===== src/rtl/crd_pkg.sv =====
package crd_pkg;
  localparam int CODE_W     = 4;
  localparam int N_RATIO    = 9;
  localparam int RATIO_W    = 16;
  localparam logic [CODE_W-1:0] UNSUP_CODE = 4'hF;
  localparam logic [CODE_W-1:0] CODE_128   = 4'd2;

  // Table entry idx: 32, 64, then alternating 128*2^k and 192*2^k.
  function automatic logic [RATIO_W-1:0] ratio_of(input int unsigned idx);
    logic [RATIO_W-1:0] r;
    if (idx == 0)           r = 16'd32;
    else if (idx == 1)      r = 16'd64;
    else if (idx[0] == 1'b0) r = 16'd128 << ((idx - 2) / 2);
    else                    r = 16'd192 << ((idx - 3) / 2);
    return r;
  endfunction

  // The two smallest ratios are single-speed only.
  function automatic logic ratio_allowed(input int unsigned idx, input logic dbl);
    return !(dbl && (idx < 2));
  endfunction
endpackage


===== src/rtl/crd_window_meter.sv =====
module crd_window_meter #(
  parameter int TIMEOUT_CYC = 2048,
  localparam int CNT_W = $clog2(TIMEOUT_CYC + 1)
) (
  input  logic             clk,
  input  logic             rst,
  input  logic             lrck_sync,
  output logic             win_vld,
  output logic [CNT_W-1:0] win_cnt,
  output logic             timeout
);
  localparam logic [CNT_W-1:0] CNT_SAT  = CNT_W'(TIMEOUT_CYC);
  localparam logic [CNT_W-1:0] CNT_LAST = CNT_W'(TIMEOUT_CYC - 1);

  logic             lrck_d;
  logic             primed;
  logic [CNT_W-1:0] cnt;
  logic             rise;

  assign rise = lrck_sync & ~lrck_d;

  always_ff @(posedge clk) begin
    if (rst) begin
      lrck_d  <= 1'b0;
      primed  <= 1'b0;
      cnt     <= '0;
      win_vld <= 1'b0;
      win_cnt <= '0;
      timeout <= 1'b0;
    end else begin
      lrck_d <= lrck_sync;
      if (rise) begin
        win_cnt <= cnt;
        win_vld <= primed;
        primed  <= 1'b1;
        cnt     <= CNT_W'(1);
        timeout <= 1'b0;
      end else begin
        win_vld <= 1'b0;
        if (cnt == CNT_LAST) begin
          timeout <= 1'b1;
          primed  <= 1'b0;
          cnt     <= CNT_SAT;
        end else begin
          timeout <= 1'b0;
          if (cnt != CNT_SAT) cnt <= cnt + CNT_W'(1);
        end
      end
    end
  end

  // the edge after a timeout only primes a new window
  a_r10_no_window_after_timeout: assert property (@(posedge clk) disable iff (rst)
    timeout |=> !win_vld);
  // a reported window never exceeds the timeout limit
  a_r2_window_in_range: assert property (@(posedge clk) disable iff (rst)
    win_vld |-> (win_cnt != '0) && (win_cnt < CNT_SAT));
endmodule


===== src/rtl/crd_ratio_match.sv =====
module crd_ratio_match
  import crd_pkg::*;
#(
  parameter int CNT_W = 12,
  parameter int TOL   = 2
) (
  input  logic              clk,
  input  logic              rst,
  input  logic              win_vld,
  input  logic [CNT_W-1:0]  win_cnt,
  input  logic              dbl_req,
  output logic              cls_vld,
  output logic [CODE_W-1:0] cls_code
);
  logic [RATIO_W-1:0] cnt_x;
  logic [N_RATIO-1:0] hit;
  logic [CODE_W-1:0]  code_c;

  assign cnt_x = RATIO_W'(win_cnt);

  for (genvar i = 0; i < N_RATIO; i++) begin : g_entry
    localparam logic [RATIO_W-1:0] LO = ratio_of(i) - RATIO_W'(TOL);
    localparam logic [RATIO_W-1:0] HI = ratio_of(i) + RATIO_W'(TOL);
    assign hit[i] = ratio_allowed(i, dbl_req) && (cnt_x >= LO) && (cnt_x <= HI);
  end

  always_comb begin
    code_c = UNSUP_CODE;
    for (int i = N_RATIO - 1; i >= 0; i--) begin
      if (hit[i]) code_c = CODE_W'(i);
    end
  end

  always_ff @(posedge clk) begin
    if (rst) begin
      cls_vld  <= 1'b0;
      cls_code <= UNSUP_CODE;
    end else begin
      cls_vld <= win_vld;
      if (win_vld) cls_code <= code_c;
    end
  end

  // tolerance windows never overlap, so at most one entry hits
  a_r3_single_hit: assert property (@(posedge clk) disable iff (rst)
    $onehot0(hit));
  // with double speed requested, no window lands on code 0 or 1
  a_r8_low_ratio_masked: assert property (@(posedge clk) disable iff (rst)
    (win_vld && dbl_req) |=> (cls_code >= CODE_128));
endmodule


===== src/rtl/crd_lock_track.sv =====
module crd_lock_track
  import crd_pkg::*;
#(
  parameter int LOCK_WIN = 3,
  parameter int DROP_WIN = 2,
  localparam int AG_W = $clog2(LOCK_WIN + 1),
  localparam int MS_W = $clog2(DROP_WIN + 1)
) (
  input  logic              clk,
  input  logic              rst,
  input  logic              in_vld,
  input  logic [CODE_W-1:0] in_code,
  input  logic              timeout,
  input  logic              dbl_req,
  output logic [CODE_W-1:0] ratio_code,
  output logic              locked,
  output logic              unsupported,
  output logic              speed_dbl
);
  localparam logic [AG_W-1:0] AG_MAX = AG_W'(LOCK_WIN);
  localparam logic [MS_W-1:0] MS_MAX = MS_W'(DROP_WIN);

  logic [CODE_W-1:0] cand_q, cand_n, lcode_n;
  logic [AG_W-1:0]   agree_q, agree_n;
  logic [MS_W-1:0]   miss_q, miss_n;
  logic              lock_n, unsup_n, spd_n;

  always_comb begin
    cand_n  = cand_q;
    agree_n = agree_q;
    miss_n  = miss_q;
    lock_n  = locked;
    lcode_n = ratio_code;
    unsup_n = unsupported;
    if (timeout) begin
      cand_n  = UNSUP_CODE;
      agree_n = '0;
      miss_n  = '0;
      lock_n  = 1'b0;
      lcode_n = UNSUP_CODE;
      unsup_n = 1'b0;
    end else if (in_vld) begin
      unsup_n = (in_code == UNSUP_CODE);
      cand_n  = in_code;
      if (in_code != cand_q)    agree_n = AG_W'(1);
      else if (agree_q < AG_MAX) agree_n = agree_q + AG_W'(1);
      if (locked) begin
        if (in_code == ratio_code) begin
          miss_n = '0;
        end else if (miss_q + MS_W'(1) >= MS_MAX) begin
          miss_n  = '0;
          lock_n  = 1'b0;
          lcode_n = UNSUP_CODE;
        end else begin
          miss_n = miss_q + MS_W'(1);
        end
      end else if ((in_code != UNSUP_CODE) && (agree_n >= AG_MAX)) begin
        lock_n  = 1'b1;
        lcode_n = in_code;
        miss_n  = '0;
      end
    end
    spd_n = lock_n && dbl_req && (lcode_n <= CODE_128);
  end

  always_ff @(posedge clk) begin
    if (rst) begin
      cand_q      <= UNSUP_CODE;
      agree_q     <= '0;
      miss_q      <= '0;
      locked      <= 1'b0;
      ratio_code  <= UNSUP_CODE;
      unsupported <= 1'b0;
      speed_dbl   <= 1'b0;
    end else begin
      cand_q      <= cand_n;
      agree_q     <= agree_n;
      miss_q      <= miss_n;
      locked      <= lock_n;
      ratio_code  <= lcode_n;
      unsupported <= unsup_n;
      speed_dbl   <= spd_n;
    end
  end

  // lock and a valid code go together
  a_r5_lock_code_pair: assert property (@(posedge clk) disable iff (rst)
    locked == (ratio_code != UNSUP_CODE));
  // a timeout always clears lock
  a_r6_timeout_unlocks: assert property (@(posedge clk) disable iff (rst)
    timeout |=> !locked);
  // double speed only while locked at 128 or below
  a_r9_speed_needs_lock: assert property (@(posedge clk) disable iff (rst)
    speed_dbl |-> (locked && ratio_code <= CODE_128));
  // lock is only gained on a classified window
  a_r4_lock_on_window: assert property (@(posedge clk) disable iff (rst)
    $rose(locked) |-> $past(in_vld));
  // the flag only changes on a window or a timeout
  a_r7_unsup_changes_on_event: assert property (@(posedge clk) disable iff (rst)
    !in_vld && !timeout |=> $stable(unsupported));
endmodule


===== src/rtl/clk_ratio_detector.sv =====
module clk_ratio_detector
  import crd_pkg::*;
#(
  parameter int TIMEOUT_CYC = 2048,
  parameter int TOL         = 2,
  parameter int LOCK_WIN    = 3,
  parameter int DROP_WIN    = 2,
  localparam int CNT_W = $clog2(TIMEOUT_CYC + 1)
) (
  input  logic       clk,
  input  logic       rst,
  input  logic       lrck_sync,
  input  logic       dbl_req,
  output logic [3:0] ratio_code,
  output logic       speed_dbl,
  output logic       locked,
  output logic       unsupported
);
  logic              win_vld, timeout, cls_vld;
  logic [CNT_W-1:0]  win_cnt;
  logic [CODE_W-1:0] cls_code;

  crd_window_meter #(.TIMEOUT_CYC(TIMEOUT_CYC)) meter_i (
    .clk(clk), .rst(rst), .lrck_sync(lrck_sync),
    .win_vld(win_vld), .win_cnt(win_cnt), .timeout(timeout)
  );

  crd_ratio_match #(.CNT_W(CNT_W), .TOL(TOL)) match_i (
    .clk(clk), .rst(rst), .win_vld(win_vld), .win_cnt(win_cnt),
    .dbl_req(dbl_req), .cls_vld(cls_vld), .cls_code(cls_code)
  );

  crd_lock_track #(.LOCK_WIN(LOCK_WIN), .DROP_WIN(DROP_WIN)) track_i (
    .clk(clk), .rst(rst), .in_vld(cls_vld), .in_code(cls_code),
    .timeout(timeout), .dbl_req(dbl_req), .ratio_code(ratio_code),
    .locked(locked), .unsupported(unsupported), .speed_dbl(speed_dbl)
  );
endmodule


===== config.mk =====
export PLATFORM = sky130hd
export DESIGN_NAME = clk_ratio_detector
export DESIGN_NICKNAME = d
export VERILOG_FILES = /design/src/rtl/crd_pkg.sv /design/src/rtl/crd_window_meter.sv /design/src/rtl/crd_ratio_match.sv /design/src/rtl/crd_lock_track.sv /design/src/rtl/clk_ratio_detector.sv
export SDC_FILE = /design/constraint.sdc
export NUM_CORES = 1
export LEC_CHECK = 0
export BUFFER_PORTS_ARGS = -buffer_cell sky130_fd_sc_hd__buf_2
export CAP_MARGIN = 5
export CORE_MARGIN = 2
export CORE_UTILIZATION = 35
export CTS_BUF_LIST = sky130_fd_sc_hd__clkbuf_8 sky130_fd_sc_hd__clkbuf_16
export CTS_CLUSTER_DIAMETER = 30
export DETAILED_ROUTE_END_ITERATION = 6
export HOLD_SLACK_MARGIN = 0.03
export PLACE_DENSITY_LB_ADDON = 0.25
export SYNTH_ARGS = -nofsm -noshare
export SYNTH_HDL_FRONTEND = slang
export SYNTH_SLANG_ARGS = --single-unit

===== constraint.sdc =====
create_clock -name clk -period 3.3 [get_ports clk]
set_clock_uncertainty 0.2 [all_clocks]
set_input_delay 0.66 -clock clk [delete_from_list [all_inputs] [get_ports clk]]
set_output_delay 0.66 -clock clk [all_outputs]
set_load 0.01 [all_outputs]

==> results.md, run 1 <==
* Post-synth top area cell: dfxtp_1
* Post-synth top flop: dfxtp_1
* Switching Fraction at 22.9%
* Postcts setup bufs at 0
* Clock sink count at 48
* Cells after synthesis at 249
* Worst vdd ir at 0.249 mV
* Drt drc at 0
* Post-Place Setup Slack at 0.945 ns
* Endpoints failing setup at 0
* CP Cell Sequence: a2111oi_4 > nor4b_1 > nor3b_1 > o21bai_1 > a221o_1
* Port Buffers at 10
* Maxcap violations at 0
* Pin count of the biggest net entering global routing at 17
* Nets at 261
* GP Congestion at 0.779
* Rel. slew slack at 60.6%
* Fin Setup TNS at 0 ns
* Vias in the first global route at 1615
* Inserted Clock Buffers at 5
* Worst path bufs/invs at 0
* Leakage at 0.900 nW
* Share of layout cells above drive strength 1 at 9.80%
* Comb pwr share at 5.4%
* Final-report hold violation count at 0
* Clock Tree Buf Depth at 2
* Total internal power at 776 uW
* Vias at 1713
* Routed WL at 4400 um
* Die Ht at 84.0 um
* RSZ-0062 raised after global routing: false
* Hpwl dp at 3180 um
* Max FO, Critical Path at 6
* CTS tree: yes
* Drt pass-1 iters at 4
* Critical Path Start: meter_i.win_cnt[1]
* Post-synth EDFFs at 0
* Core Box Area at 6280 um2
* DR WL/cell at 13.3 um
* Slew Limit Fails at 0
* Clock-pin slew on the worst setup and hold paths at 0.08 ns
* Max Freq at 419 MHz
* Post-cts repair resize count at 0
* # diodes at 0
* CP peak stage delay at 0.55 ns
* HP Start: meter_i.primed
* Setup crit start kind: flip-flop
* Die outline width at 84.0 um
* Global-route wire length before repair at 7650 um
* Worst min path class: reg -> reg
* Slew @ Worst Pin at 0.583 ns
* Initial antenna violation count at 0
* DR vias/cell at 5.16
* Critical Path AT at 2.38 ns
* Sequential power share at 59.7%
* Post-Syn Area at 2240 um2
* Setup CP Type: reg -> reg
* Total GRT Usage at 13.4%
* P_sw at 231 uW
* Worst path required time at 3.29 ns
* Total gr overflow at 0
* 1st-iter DRT viols at 48
* Slowest CP cell: nor4b_1
* Syn_area_per_cell at 8.99 um2
* Sequential-to-total area share from yosys stat at 42.9%
* Mapped Nets at 256
* Starting density of the core at 35.7%
* Top-count cell post-synth: dfxtp_1
* CP delay by family, top: compound AO/OA/AOI/OAI gates
* Yosys warning total at 0
* Fin crit share at 72.4%
* PwrDens at 415 nW/um2
* Register area at 961 um2
* Reg2reg start: meter_i.win_cnt[1]
* Number of H-tree levels at 2
* Async set or reset register ratio after synthesis at 0%
* Largest cells by area after synthesis: dfxtp_1 (43%), xnor2_1 (5.5%), a22o_1 (4.7%)
* # rows at 29
* # IOs at 11
* Hold_buf cts at 0
* Post-route minimum period at 2.39 ns
* Synth-to-layout area growth at 8.21%
* Setup ws final at 0.911 ns
* Clk root buf: clkbuf_8
* Status: complete, no violations
* Register bit total from synthesis at 48
* Distinct cells, synth at 49
* Area of the multi-input gates at 1180 um2
* Clk_lat worst skew at 0.30 ns
* Filler cells at 644
* Die area at 7060 um2
* Routed Antenna Nets at 0
* Worst setup EP type: flip-flop
* Top-area cell type share of the netlist area at 42.9%
* Post-synth top cells: dfxtp_1 (48), nor2_1 (25), nand2_1 (15), xnor2_1 (14), a22o_1 (12)
* Power share of the clock group at 34.9%
-- flip-flops by register name (all words and copies together) (netlist names), 2 cells and up --
register,flops
match_i.cls_code,4
track_i.cand_q,4
meter_i.cnt,12
track_i.ratio_code,4
meter_i.win_cnt,12
track_i.miss_q,2
track_i.agree_q,2
-- layer usage --
layer	routed length [um]	track usage, %
met1	2260	17.1
met2	2010	21.5
met3	89	3.36
met4	50	5.72
met5	0	0
-- worst register-to-register path: stages, from the launching register on --
cell and delay, ns:
dfxtp_1 0.35, a2111oi_4 0.49, nor4b_1 0.55, nor3b_1 0.25, o21bai_1 0.11, a221o_1 0.32
-- cells by family after synthesis --
group / share of synthesized area, %
AO/OA/AOI/OAI: 20.7
XOR/XNOR: 7.43
adder cells (fa/ha/maj): 1.68
buffers and inverters: 4.53
flip-flops: 42.9
multiplexers: 2.23
AND/OR/NAND/NOR: 20.6
-- path summary, 6_finish.rpt --
check	endpoint	slack, ns	cells past startpoint
worst max-delay path	match_i.cls_code[1]	0.91	5
worst min-delay path	meter_i.primed	0.26	1
worst max register to register	match_i.cls_code[1]	0.91	5
worst min register to register	meter_i.primed	0.26	1
-- layout make-up --
cell class	count	share of cell area (%)
multi-input combinational	177	48.6
sequential	48	39.6
tap	77	3.98
clock buffer	6	3.41
timing repair buffer	11	2.37
inverter	11	1.70
clock inverter	2	0.310
-- per-stage QoR --
step,total power [mW],hold WS (ns),std cells,utilization (%),instance area (um2)
floorplan,0.654,0.218,249,-,2240
global placement,0.669,0.243,324,37.2,2330
detailed placement,0.670,0.246,324,37.2,2330
CTS,1.02,0.267,332,38.6,2420
global route,1.05,0.288,332,38.6,2420
finish,1.01,0.259,332,38.6,2420
-- power groups by stage --
stage	clock network [mW]	logic (mW)	registers, mW
final	0.352	0.0540	0.601
after floorplan	0	0.0466	0.608
after detailed placement	0	0.0549	0.615
after CTS	0.369	0.0550	0.601
after global routing	0.388	0.0624	0.603
after global placement	0	0.0549	0.614
-- cell usage in the layout, fill, tap and decap left out, types with 2 or more instances in the layout --
master / count
dfxtp_1: 48
nor2_1: 25
nand2_1: 15
xnor2_1: 14
inv_1: 13
a22o_1: 12
nand3_1: 10
a21oi_1: 10
buf_2: 10
nand4_1: 6
clkbuf_8: 6
o21ai_0: 5
nor3_1: 5
mux2i_1: 5
xor2_1: 5
nor2b_1: 4
o31ai_1: 4
a21o_1: 4
o22ai_1: 4
nand2b_1: 3
a31oi_1: 3
or2_2: 3
or3_1: 3
a211oi_1: 3
and3_1: 3
ha_1: 3
nor4_1: 2
and2_1: 2
and4_1: 2
a21boi_0: 2
o211a_1: 2
a31o_2: 2
(Power assumes the default switching activity.)
==> run 2, diff against run 1 <==
Clock period 3.3 ns to 2.5 ns, I/O delays scaled along.
==> run 2 against run 1 <==
Worst setup slack worse by 0.71 ns. Worst hold slack got worse by 0.0085 ns. Via count rose by 2.9%. Final cell count up 3.0%. Sequential power increased by 31%. Non-clock buffer count up 10. Sequential share of layout area shrank 1.5 points. Flip-flop and latch count unchanged. Die area unchanged. Fmax increased by 3.9%. Routed wire length rose by 1.8%. Clock-buffer cell count fell by 1. Critical endpoint unchanged. Largest power group unchanged.
==> results.md, run 2 (same netlist as run 1, synthesis figures left out) <==
* Status: complete, no violations
* Final-report hold violation count at 0
* Clk_lat worst skew at 0.29 ns
* CTS tree: yes
* Placed Instances at 334
* P_sw at 306 uW
* Critical Path AT at 2.29 ns
* DR WL/cell at 13.1 um
* Worst vdd ir at 0.317 mV
* Largest regs: meter_i.cnt x12, meter_i.win_cnt x12
* Final Util at 40.1%
* 1st-iter DRT viols at 48
* Fin crit share at 92.0%
* Slew @ Worst Pin at 0.509 ns
* Clock Tree Buf Depth at 2
* Rel. slew slack at 66.1%
* Number of H-tree levels at 2
* Routed Antenna Nets at 0
* Die outline width at 84.0 um
* Endpoints failing setup at 0
* Post-Place Setup Slack at 0.226 ns
* Total internal power at 1.11 mW
* Pin count of the biggest net entering global routing at 16
* Most frequent cells in the layout: dfxtp_1 (48), nor2_1 (25), nand2_1 (15)
* Worst min path class: reg -> reg
* PwrDens at 561 nW/um2
* Global-route wire length before repair at 7690 um
* # rows at 29
* Clk root buf: clkbuf_8
* Setup ws final at 0.200 ns
* DR vias/cell at 5.15
* Slew Limit Fails at 0
* Hpwl dp at 3340 um
* Vias in the first global route at 1690
* Inserted Clock Buffers at 5
* Clock-pin slew on the worst setup and hold paths at 0.08 ns
* Drt pass-1 iters at 4
* Share of layout cells above drive strength 1 at 13.6%
* Sequential power share at 55.8%
* Max FO, Critical Path at 8
* Final Non-Filler Cells at 342
* Hold_buf cts at 0
* Comb pwr share at 6.1%
* # diodes at 0
* Worst setup EP type: flip-flop
* Postcts setup bufs at 0
* Power share of the clock group at 38.1%
* Setup CP Type: reg -> reg
* Max Freq at 435 MHz
* Min Hold Slack at 0.251 ns
* Synth-to-layout area growth at 12.3%
* Maxcap violations at 0
* # IOs at 11
* Routed WL at 4490 um
* Die Ht at 84.0 um
* RSZ-0062 raised after global routing: false
* GP Congestion at 0.777
* Worst path required time at 2.49 ns
* Fin Setup TNS at 0 ns
* Post-route minimum period at 2.30 ns
* Total power at 1.41 mW
* Setup crit start kind: flip-flop
* Post-route cell area at 2520 um2
* Nets at 271
* Switching Fraction at 21.7%
* Drt drc at 0
* Placed Area at 2410 um2
* Most common cell after layout, fill and taps aside: dfxtp_1
* Leakage at 0.951 nW
* Clock sink count at 48
* Vias at 1763
* Port Buffers at 10
* Starting density of the core at 35.7%
* Post-cts repair resize count at 0
* Initial antenna violation count at 0
* Total GRT Usage at 13.4%
* Core Box Area at 6280 um2
* Die area at 7060 um2
* Total gr overflow at 0
-- run 2: final timing paths --
kind	slack, ns	start	end	depth (start not counted)
min	0.25	meter_i.primed	meter_i.primed	1
max	0.20	meter_i.win_cnt[8]	match_i.cls_code[1]	5
max reg2reg	0.20	meter_i.win_cnt[8]	match_i.cls_code[1]	5
min reg2reg	0.25	meter_i.primed	meter_i.primed	1
-- run 2: cell type report --
class	count	area, um2
Multi-Input combinational cell	177	1180
Sequential cell	48	961
Clock buffer	5	68.8
Fill cell	644	3760
Timing Repair Buffer	21	133
Clock inverter	3	38.8
Inverter	11	41.3
Tap cell	77	96.3
-- run 2: power groups by stage --
stage | clock, mW | sequential (mW) | combinational [mW]
detailed placement | 0 | 0.806 | 0.0869
CTS | 0.558 | 0.788 | 0.0870
global route | 0.594 | 0.791 | 0.0965
global placement | 0 | 0.806 | 0.0865
finish | 0.538 | 0.788 | 0.0858
floorplan | 0 | 0.802 | 0.0616
-- run 2: critical path, cell delays in order (launching register included) --
cell	delay [ns]
dfxtp_1	0.38
or4_4	0.54
or3_1	0.34
o31ai_1	0.33
a31oi_1	0.11
a221o_1	0.30
-- run 2: routing by layer --
layer  GRT usage, %  wire length, um  vias to the layer above
met5              0                0                        -
met4           5.13               38                        0
met3           3.66              113                        4
met2           22.9             2180                       15
met1           16.0             2150                      823
li1               -                -                      921
